File: src/rtl/lcdspi_pkg.sv
package lcdspi_pkg;
  localparam int WORD_W = 16;
  localparam int DATA_W = 8;
  localparam int AUX_W  = WORD_W - DATA_W - 2;

  // field order matters: rs at bit 9, rw at bit 8, data at 7..0
  typedef struct packed {
    logic [AUX_W-1:0]  aux;
    logic              rs;
    logic              rw;
    logic [DATA_W-1:0] data;
  } lcd_word_t;
endpackage

File: src/rtl/lcdspi_sync.sv
module lcdspi_sync #(
  parameter int W = 3,
  parameter int STAGES = 2,
  parameter logic [W-1:0] RST_VAL = '0
) (
  input  logic         clk,
  input  logic         rst_n,
  input  logic [W-1:0] d,
  output logic [W-1:0] q
);
  logic [W-1:0] st [STAGES];

  always_ff @(posedge clk or negedge rst_n) begin
    if (!rst_n) begin
      for (int i = 0; i < STAGES; i++) st[i] <= RST_VAL;
    end else begin
      st[0] <= d;
      for (int i = 1; i < STAGES; i++) st[i] <= st[i-1];
    end
  end

  assign q = st[STAGES-1];
endmodule

File: src/rtl/lcdspi_shift.sv
module lcdspi_shift #(
  parameter int WORD_W = 16
) (
  input  logic              clk,
  input  logic              rst_n,
  input  logic              sclk,
  input  logic              sel_n,
  input  logic              mosi,
  output logic              commit,
  output logic [WORD_W-1:0] word
);
  localparam int CNT_W = $clog2(WORD_W + 2);
  localparam logic [CNT_W-1:0] CNT_FULL = CNT_W'(WORD_W);
  localparam logic [CNT_W-1:0] CNT_MAX  = CNT_W'(WORD_W + 1);

  logic             sclk_d, sel_d;
  logic [CNT_W-1:0] cnt;
  logic             sclk_rise, sel_rise, sel_fall;

  assign sclk_rise = sclk & ~sclk_d;
  assign sel_rise  = sel_n & ~sel_d;
  assign sel_fall  = ~sel_n & sel_d;

  always_ff @(posedge clk or negedge rst_n) begin
    if (!rst_n) begin
      sclk_d <= 1'b0;
      sel_d  <= 1'b1;
      cnt    <= '0;
      word   <= '0;
      commit <= 1'b0;
    end else begin
      sclk_d <= sclk;
      sel_d  <= sel_n;
      commit <= sel_rise && (cnt == CNT_FULL);
      if (sel_fall) begin
        cnt <= '0;
      end else if (!sel_n && sclk_rise) begin
        word <= {word[WORD_W-2:0], mosi};
        if (cnt != CNT_MAX) cnt <= cnt + 1'b1;
      end
    end
  end
endmodule

File: src/rtl/lcdspi_strobe.sv
module lcdspi_strobe #(
  parameter int EN_CYCLES = 8,
  parameter int HOLD_CYCLES = 40
) (
  input  logic clk,
  input  logic rst_n,
  input  logic start,
  output logic accept,
  output logic en,
  output logic busy
);
  localparam int TOTAL = EN_CYCLES + HOLD_CYCLES;
  localparam int CW = $clog2(TOTAL + 1);

  logic [CW-1:0] cnt, nxt;

  assign accept = start && (cnt == '0);

  always_comb begin
    if (accept)          nxt = CW'(TOTAL);
    else if (cnt != '0)  nxt = cnt - 1'b1;
    else                 nxt = '0;
  end

  always_ff @(posedge clk or negedge rst_n) begin
    if (!rst_n) begin
      cnt  <= '0;
      en   <= 1'b0;
      busy <= 1'b0;
    end else begin
      cnt  <= nxt;
      en   <= nxt > CW'(HOLD_CYCLES);
      busy <= nxt != '0;
    end
  end
endmodule

File: src/rtl/lcd_spi_latch.sv
module lcd_spi_latch
  import lcdspi_pkg::*;
#(
  parameter int SYNC_STAGES = 2,
  parameter int EN_CYCLES = 8,
  parameter int HOLD_CYCLES = 40
) (
  input  logic             clk,
  input  logic             rst_n,
  input  logic             spi_sclk,
  input  logic             spi_sel_n,
  input  logic             spi_mosi,
  output logic [DATA_W-1:0] lcd_data,
  output logic             lcd_rs,
  output logic             lcd_rw,
  output logic [AUX_W-1:0] lcd_aux,
  output logic             lcd_en,
  output logic             busy
);
  logic [2:0]        sync_q;
  logic              commit, accept;
  logic [WORD_W-1:0] shift_word;
  lcd_word_t         out_q;

  // order: {sclk, sel_n, mosi}; select resets to idle-high
  lcdspi_sync #(.W(3), .STAGES(SYNC_STAGES), .RST_VAL(3'b010)) u_sync (
    .clk(clk), .rst_n(rst_n),
    .d({spi_sclk, spi_sel_n, spi_mosi}),
    .q(sync_q)
  );

  lcdspi_shift #(.WORD_W(WORD_W)) u_shift (
    .clk(clk), .rst_n(rst_n),
    .sclk(sync_q[2]), .sel_n(sync_q[1]), .mosi(sync_q[0]),
    .commit(commit), .word(shift_word)
  );

  lcdspi_strobe #(.EN_CYCLES(EN_CYCLES), .HOLD_CYCLES(HOLD_CYCLES)) u_strobe (
    .clk(clk), .rst_n(rst_n),
    .start(commit), .accept(accept),
    .en(lcd_en), .busy(busy)
  );

  always_ff @(posedge clk or negedge rst_n) begin
    if (!rst_n)      out_q <= '0;
    else if (accept) out_q <= lcd_word_t'(shift_word);
  end

  assign lcd_data = out_q.data;
  assign lcd_rs   = out_q.rs;
  assign lcd_rw   = out_q.rw;
  assign lcd_aux  = out_q.aux;
endmodule

File: config.mk
export PLATFORM = sky130hd
export DESIGN_NAME = lcd_spi_latch
export DESIGN_NICKNAME = d
export VERILOG_FILES = /design/src/rtl/lcdspi_pkg.sv /design/src/rtl/lcdspi_sync.sv /design/src/rtl/lcdspi_shift.sv /design/src/rtl/lcdspi_strobe.sv /design/src/rtl/lcd_spi_latch.sv
export SDC_FILE = /design/constraint.sdc
export NUM_CORES = 1
export LEC_CHECK = 0
export ABC_AREA = 1
export CORE_MARGIN = 2
export CORE_UTILIZATION = 55
export CTS_CLUSTER_DIAMETER = 120
export CTS_CLUSTER_SIZE = 10
export DETAILED_ROUTE_END_ITERATION = 6
export DONT_BUFFER_PORTS = 1
export PLACE_DENSITY_LB_ADDON = 0.2
export SETUP_SLACK_MARGIN = 0.2
export SYNTH_ARGS = -nofsm -noshare
export SYNTH_HDL_FRONTEND = slang
export SYNTH_HIERARCHICAL = 1
export SYNTH_SLANG_ARGS = --single-unit
File: constraint.sdc
create_clock -name clk -period 1.6 [get_ports clk]
set_input_delay 0.32 -clock clk [delete_from_list [all_inputs] [get_ports clk]]
set_output_delay 0.32 -clock clk [all_outputs]
set_load 0.05 [all_outputs]
---- Yosys cells after proc, flatten, opt, wreduce, memory -nomap -nowiden ----
Index checks and enable logic that the tools add are counted.
cells by class
  bitwise operators ....................... 7
  equality and inequality tests ........... 2
  magnitude comparators ................... 1
  add/subtract/negate cells ............... 2
  reduce and logical (&&, ||, !) cells .... 11
  multiplexer cells ....................... 5
  divide/modulo/power cells ............... 0
  shifts and indexed selects .............. 0
  multipliers ............................. 0
operators with widths
  cell                                               number
  two-way mux 5 bit                                  3
  two-way mux 6 bit                                  2
  nonzero test 6 bit                                 2
  > comparator 6 bit (second input constant)         1
  zero test 6 bit                                    1
  subtractor 6 x 1 -> 6 bit (second input constant)  1
  adder 5 x 1 -> 5 bit (second input constant)       1
  equality test 5 bit (second input constant)        1
  != test 5 bit (second input constant)              1
  NOT 1 bit                                          4
  AND reduction 2 bit                                2
  nonzero test 2 bit                                 2
  bitwise AND 1 bit                                  3
  logical AND 1 bit                                  3
  zero test 1 bit                                    1
word-level totals
  input bits .............................. 5
  logic and storage cells ................. 42
  flip-flop bits (word level) ............. 54
  memory bits (read-only) ................. 0
  RAM bits ................................ 0
  memories ................................ 0
  bits in latches ......................... 0
  output and inout bits ................... 18

---- Logic depth before layout (Yosys ltp) ----
  depth after elaboration ................. 5
  depth in mapped cells ................... 11

---- Modules after synthesis ----
The synthesis kept the hierarchy.
modules (own cells, without submodules)
  module         times used  cells an instance  area an instance (µm²)
  lcdspi_shift   1           118                1083.5
  lcd_spi_latch  1           68                 644.4
  lcdspi_strobe  1           53                 441.7
  lcdspi_sync    1           9                  175.2

---- Worst setup path after synthesis ----
No wires, ideal clock.
  path type ............................... register to register
  start point ............................. register u_strobe.cnt[0]
  end point ............................... register out_q, in the netlist lcd_aux[2]
  slack ................................... 0.159 ns
  buffers on the path ..................... 2
  arrival time ............................ 1.322 ns
  period minus slack after synthesis ...... 1.441 ns
  data required time ...................... 1.481 ns
  setup time .............................. 0.119 ns
  stages on the path, launching flop included .. 12
  cells stage by stage .................... dfrtp_1 > inv_2 > ha_1 > nand3_4 > inv_2 > nand2_4 > inv_1 > buf_6 > inv_6 > buf_12 > nand2_1 > nand2_1
on the way
  longest elaborated chain between the ends .. 2
RTL lines
  what                    line                 source
  start, declared         lcdspi_strobe.sv:15  logic [CW-1:0] cnt, nxt;
  start signal, assigned  lcdspi_strobe.sv:31  cnt <= nxt;
  zero test 6 bit         lcdspi_strobe.sv:17  assign accept = start && (cnt == '0);
  logical AND 1 bit       lcdspi_strobe.sv:17
  named net accept        lcd_spi_latch.sv:21  logic commit, accept;
  end signal, assigned    lcd_spi_latch.sv:46  else if (accept) out_q <= lcd_word_t'(shift_word);
  end, declared           lcd_spi_latch.sv:23  lcd_word_t out_q;
The timed path passes the listed nets, and every way through them passes these cells.
A chain may end at the register's enable or synchronous reset.

---- Worst setup path in the final report ----
  start point ............................. register u_strobe.cnt[0]
  end point ............................... register out_q, in the netlist lcd_data[1]
The elaborated chain is that of the path after synthesis.

==> impl_metrics.csv <==
group,metric,value,unit
cells_and_area,final_cell_mix,"88 x nand2_1, 51 x dfrtp_1, 20 x nand2_2",
drt,wl,4.14,mm
logic_synthesis,synth_simple_gate_area_share,26.7,%
sta,drv_slew,0,
cells_and_area,final_common_cell,"nand2_1",
outcome,violations,"hold timing",
sta,worst_pin_slew,0.517,ns
worst_setup_path,worst-path-buf-inv,5,
cells_and_area,drive_gt1_share,24.6,%
die,row_count,23,
grt,grt_pass1_vias,1519,
drt,drc_errors,0,
worst_setup_path,r2r_cells,10,
sta,skew,0.00898,ns
die,ios,23,
drt,dr.first_iter.drc_count,78,
sta,timing.hold.ws,-0.301,ns
logic_synthesis,ys_warn_count,6,
logic_synthesis,synth_xor_area_share,1.12,%
worst_setup_path,cp_max_fo,6,
drt,wl_met3,150,um
outcome,status,"finished with violations",
drt,num_vias,1578,
sta,final_hold_viol_count,54,
clock_network,clk_pin_slew,0.10,ns
place,placed_cells,291,
clock_network,clk_latency,0.30,ns
worst_setup_path,cp.depth,10,
clock_network,clock-sinks,54,
grt,grt_antenna_before_repair,0,
logic_synthesis,synthCells,248,
logic_synthesis,yosys_register_bits,54,
sta,rsz0062_at_grt,"true",
drt,highest_layer,"met4",
cells_and_area,fillers,346,
worst_setup_path,cpPeakStageDelay,0.38,ns
die,start_util,57.8,%
cells_and_area,stdcell_area,2640,sq um
drt,ant_nets,0,
logic_synthesis,synth_area,2340,sq um
sta,period_needed,1.43,ns
grt,grt_overflow,0,
place,place_area,2340,sq um
clock_network,cts_buffers,5,
die,design.core.area,4060,sq um
pwr,leakagePower,1.45,nW
clock_network,cts_root_buffer,"clkbuf_8",
logic_synthesis,synth_top_family_by_area,"simple AND/OR/NAND/NOR gates",
logic_synthesis,seq_area_frac_synth,57.8,%
cells_and_area,area_growth,12.6,%
worst_setup_path,start_kind,"flip-flop",
worst_setup_path,arrival,1.62,ns
cells_and_area,antenna_cells,0,
drt,met1_length,1.96,mm
worst_setup_path,cp.required,1.80,ns
logic_synthesis,synth_compound_area_share,4.06,%
grt,grt_pass1_wl,6.78,mm
sta,max_slew_margin,65.5,%
place,dp_hpwl,2.43,mm
grt,grt_max_degree,55,
clock_network,cts_tree,"built",
logic_synthesis,yosys-mux-area-fraction,0,%
sta,finalCritPeriodShare,89.1,%
cells_and_area,seqCellArea,1360,sq um
clock_network,clock_path_buffers,2,
hold_path,holdCritPathClass,"in -> async",
clock_network,ctsHtreeMaxLevel,2,
clock_network,postCtsHoldBufs,1,
place,port_buffers,0,
cells_and_area,postLayoutCoreUtil,65.1,%
grt,track_usage,17.5,%
worst_setup_path,crit_family,"buffers and inverters",
cells_and_area,multiInputGateArea,866,sq um
pwr,power_density,1260,nW/um^2
logic_synthesis,avgSynthCellArea,9.45,sq um
sta,setup-violations-final,0,
cells_and_area,final_nets,273,
cells_and_area,final_cell_count_no_fill,314,
die,die_h,69.3,um
die,dieWidth,69.3,um
drt,dr.pass1.iters,4,
drt,dr_wl_met2,2.00,mm
flow_run,maxCapViolCount,0,
die,fp.dieArea,4800,sq um
pwr,ir_drop,0.646,mV
logic_synthesis,syn_nets,258,
sta,fmax,702,MHz
sta,setup_tns,0,ns
worst_setup_path,crit_type,"reg -> reg",
worst_setup_path,crit_path_end_kind,"flip-flop",
worst_setup_path,cp_cell_sequence,"inv_4 > ha_4 > nand3_4 > inv_2 > nand2_4 > clkinvlp_4 > buf_12 > buf_6 > nand2_2 > nand2_1",
logic_synthesis,synth.distinct_cells,27,
logic_synthesis,yosys.area_share.adder,2.67,%
worst_setup_path,cpMaxStageDelayCell,"dfrtp_1",
drt,wl_per_cell,13.2,um
place,globalplace.congestion,0.743,
drt,viasPerCell,5.03,
repair_timing:
action                     CTS  global route
gates resized for setup      2            22
setup buffers                1            11
hold endpoints to repair    55            54
gates cloned                 0             2
setup endpoints to repair   16            23
pin swaps                    0             8
Yosys cell counts:
master      n  area, sq um
buf_12      1         20.0
buf_4       3         22.5
buf_6       4         45.0
buf_8       1         15.0
clkbuf_1    1         3.75
dfrtp_1    51         1280
dfstp_2     3         78.8
ha_1        5         62.6
inv_1      15         56.3
inv_2       2         7.51
inv_6       1         8.76
nand2_1   100          375
nand2_2     9         56.3
nand2_4     2         22.5
nand3_1    12         60.1
nand3_4     1         17.5
nand3b_1    1         7.51
nand4_1     2         12.5
nor2_1      7         26.3
nor2_2      2         12.5
nor2_4      1         11.3
nor2_8      1         20.0
nor3_1      1         5.00
o21ai_0    11         55.1
o21ai_1     8         40.0
xnor2_1     2         17.5
xor2_1      1         8.76
kinds of logic after synthesis:
| family | count (synthesis) |
|---|---|
| AOI/OAI and AO/OA | 19 |
| buffers and inverters | 28 |
| and+or+nand+nor | 139 |
| DFF | 54 |
| adders and majority gates | 5 |
| xor gates and xnor gates | 3 |
final timing paths:
kind	slack, ns	startpoint	end
max	0.17	u_strobe/cnt[0]	lcd_data[1]
min	-0.30	rst_n	lcd_aux[0]
max reg2reg	0.17	u_strobe/cnt[0]	lcd_data[1]
min reg2reg	0.36	u_sync/st[4]	u_sync/q[1]
max in group asynchronous	1.72	rst_n	u_shift/sel_d
min in group clk	0.04	spi_mosi	u_sync/st[3]
power by group:
part / internal, mW / total (mW) / switching [mW]
clock: 0.357 / 0.797 / 0.440
combinational: 0.322 / 0.772 / 0.450
sequential: 1.53 / 1.76 / 0.225
total: 2.21 / 3.33 / 1.12
worst register-to-register path, cell delays in order (launching register included):
cell and delay [ns]:
dfrtp_1 0.38, inv_4 0.05, ha_4 0.16, nand3_4 0.10, inv_2 0.05, nand2_4 0.08, clkinvlp_4 0.11, buf_12 0.15
buf_6 0.14, nand2_2 0.05, nand2_1 0.05
layout make-up:
type                       count  area share, %
clock buffer                   6           3.13
timing repair inverter         1          0.332
tap                           50           2.37
timing repair buffer          17           6.30
inverter                      18           3.08
clock inverter                 2          0.664
sequential                    54           51.3
multi-input combinational    166           32.8
flip-flops by register name, summed over array words and instances (netlist names):
signal and flops:
lcd_rw 1, u_shift/sel_d 1, u_shift/cnt 5, u_strobe/busy 1, u_sync/q 3, u_sync/st 3, u_shift/commit 1, u_strobe/en 1
lcd_data 8, lcd_rs 1, lcd_aux 6, u_shift/sclk_d 1, u_shift/word 16, u_strobe/cnt 6
metrics by stage:
stage | power (mW) | setup slack (ns)
6_report | 3.33 | 0.175
5_1_grt | 3.56 | 0.123
4_1_cts | 3.27 | 0.210
3_5_place_dp | 2.45 | 0.132
3_3_place_gp | 2.42 | 0.155
2_1_floorplan | 2.32 | 0.204
routing by layer:
layer,GRT usage [%],vias to the layer above
met5,0,-
met1,22.6,744
met3,4.22,4
li1,-,799
met2,28.8,31
met4,5.88,0
(Power assumes the default switching activity.)
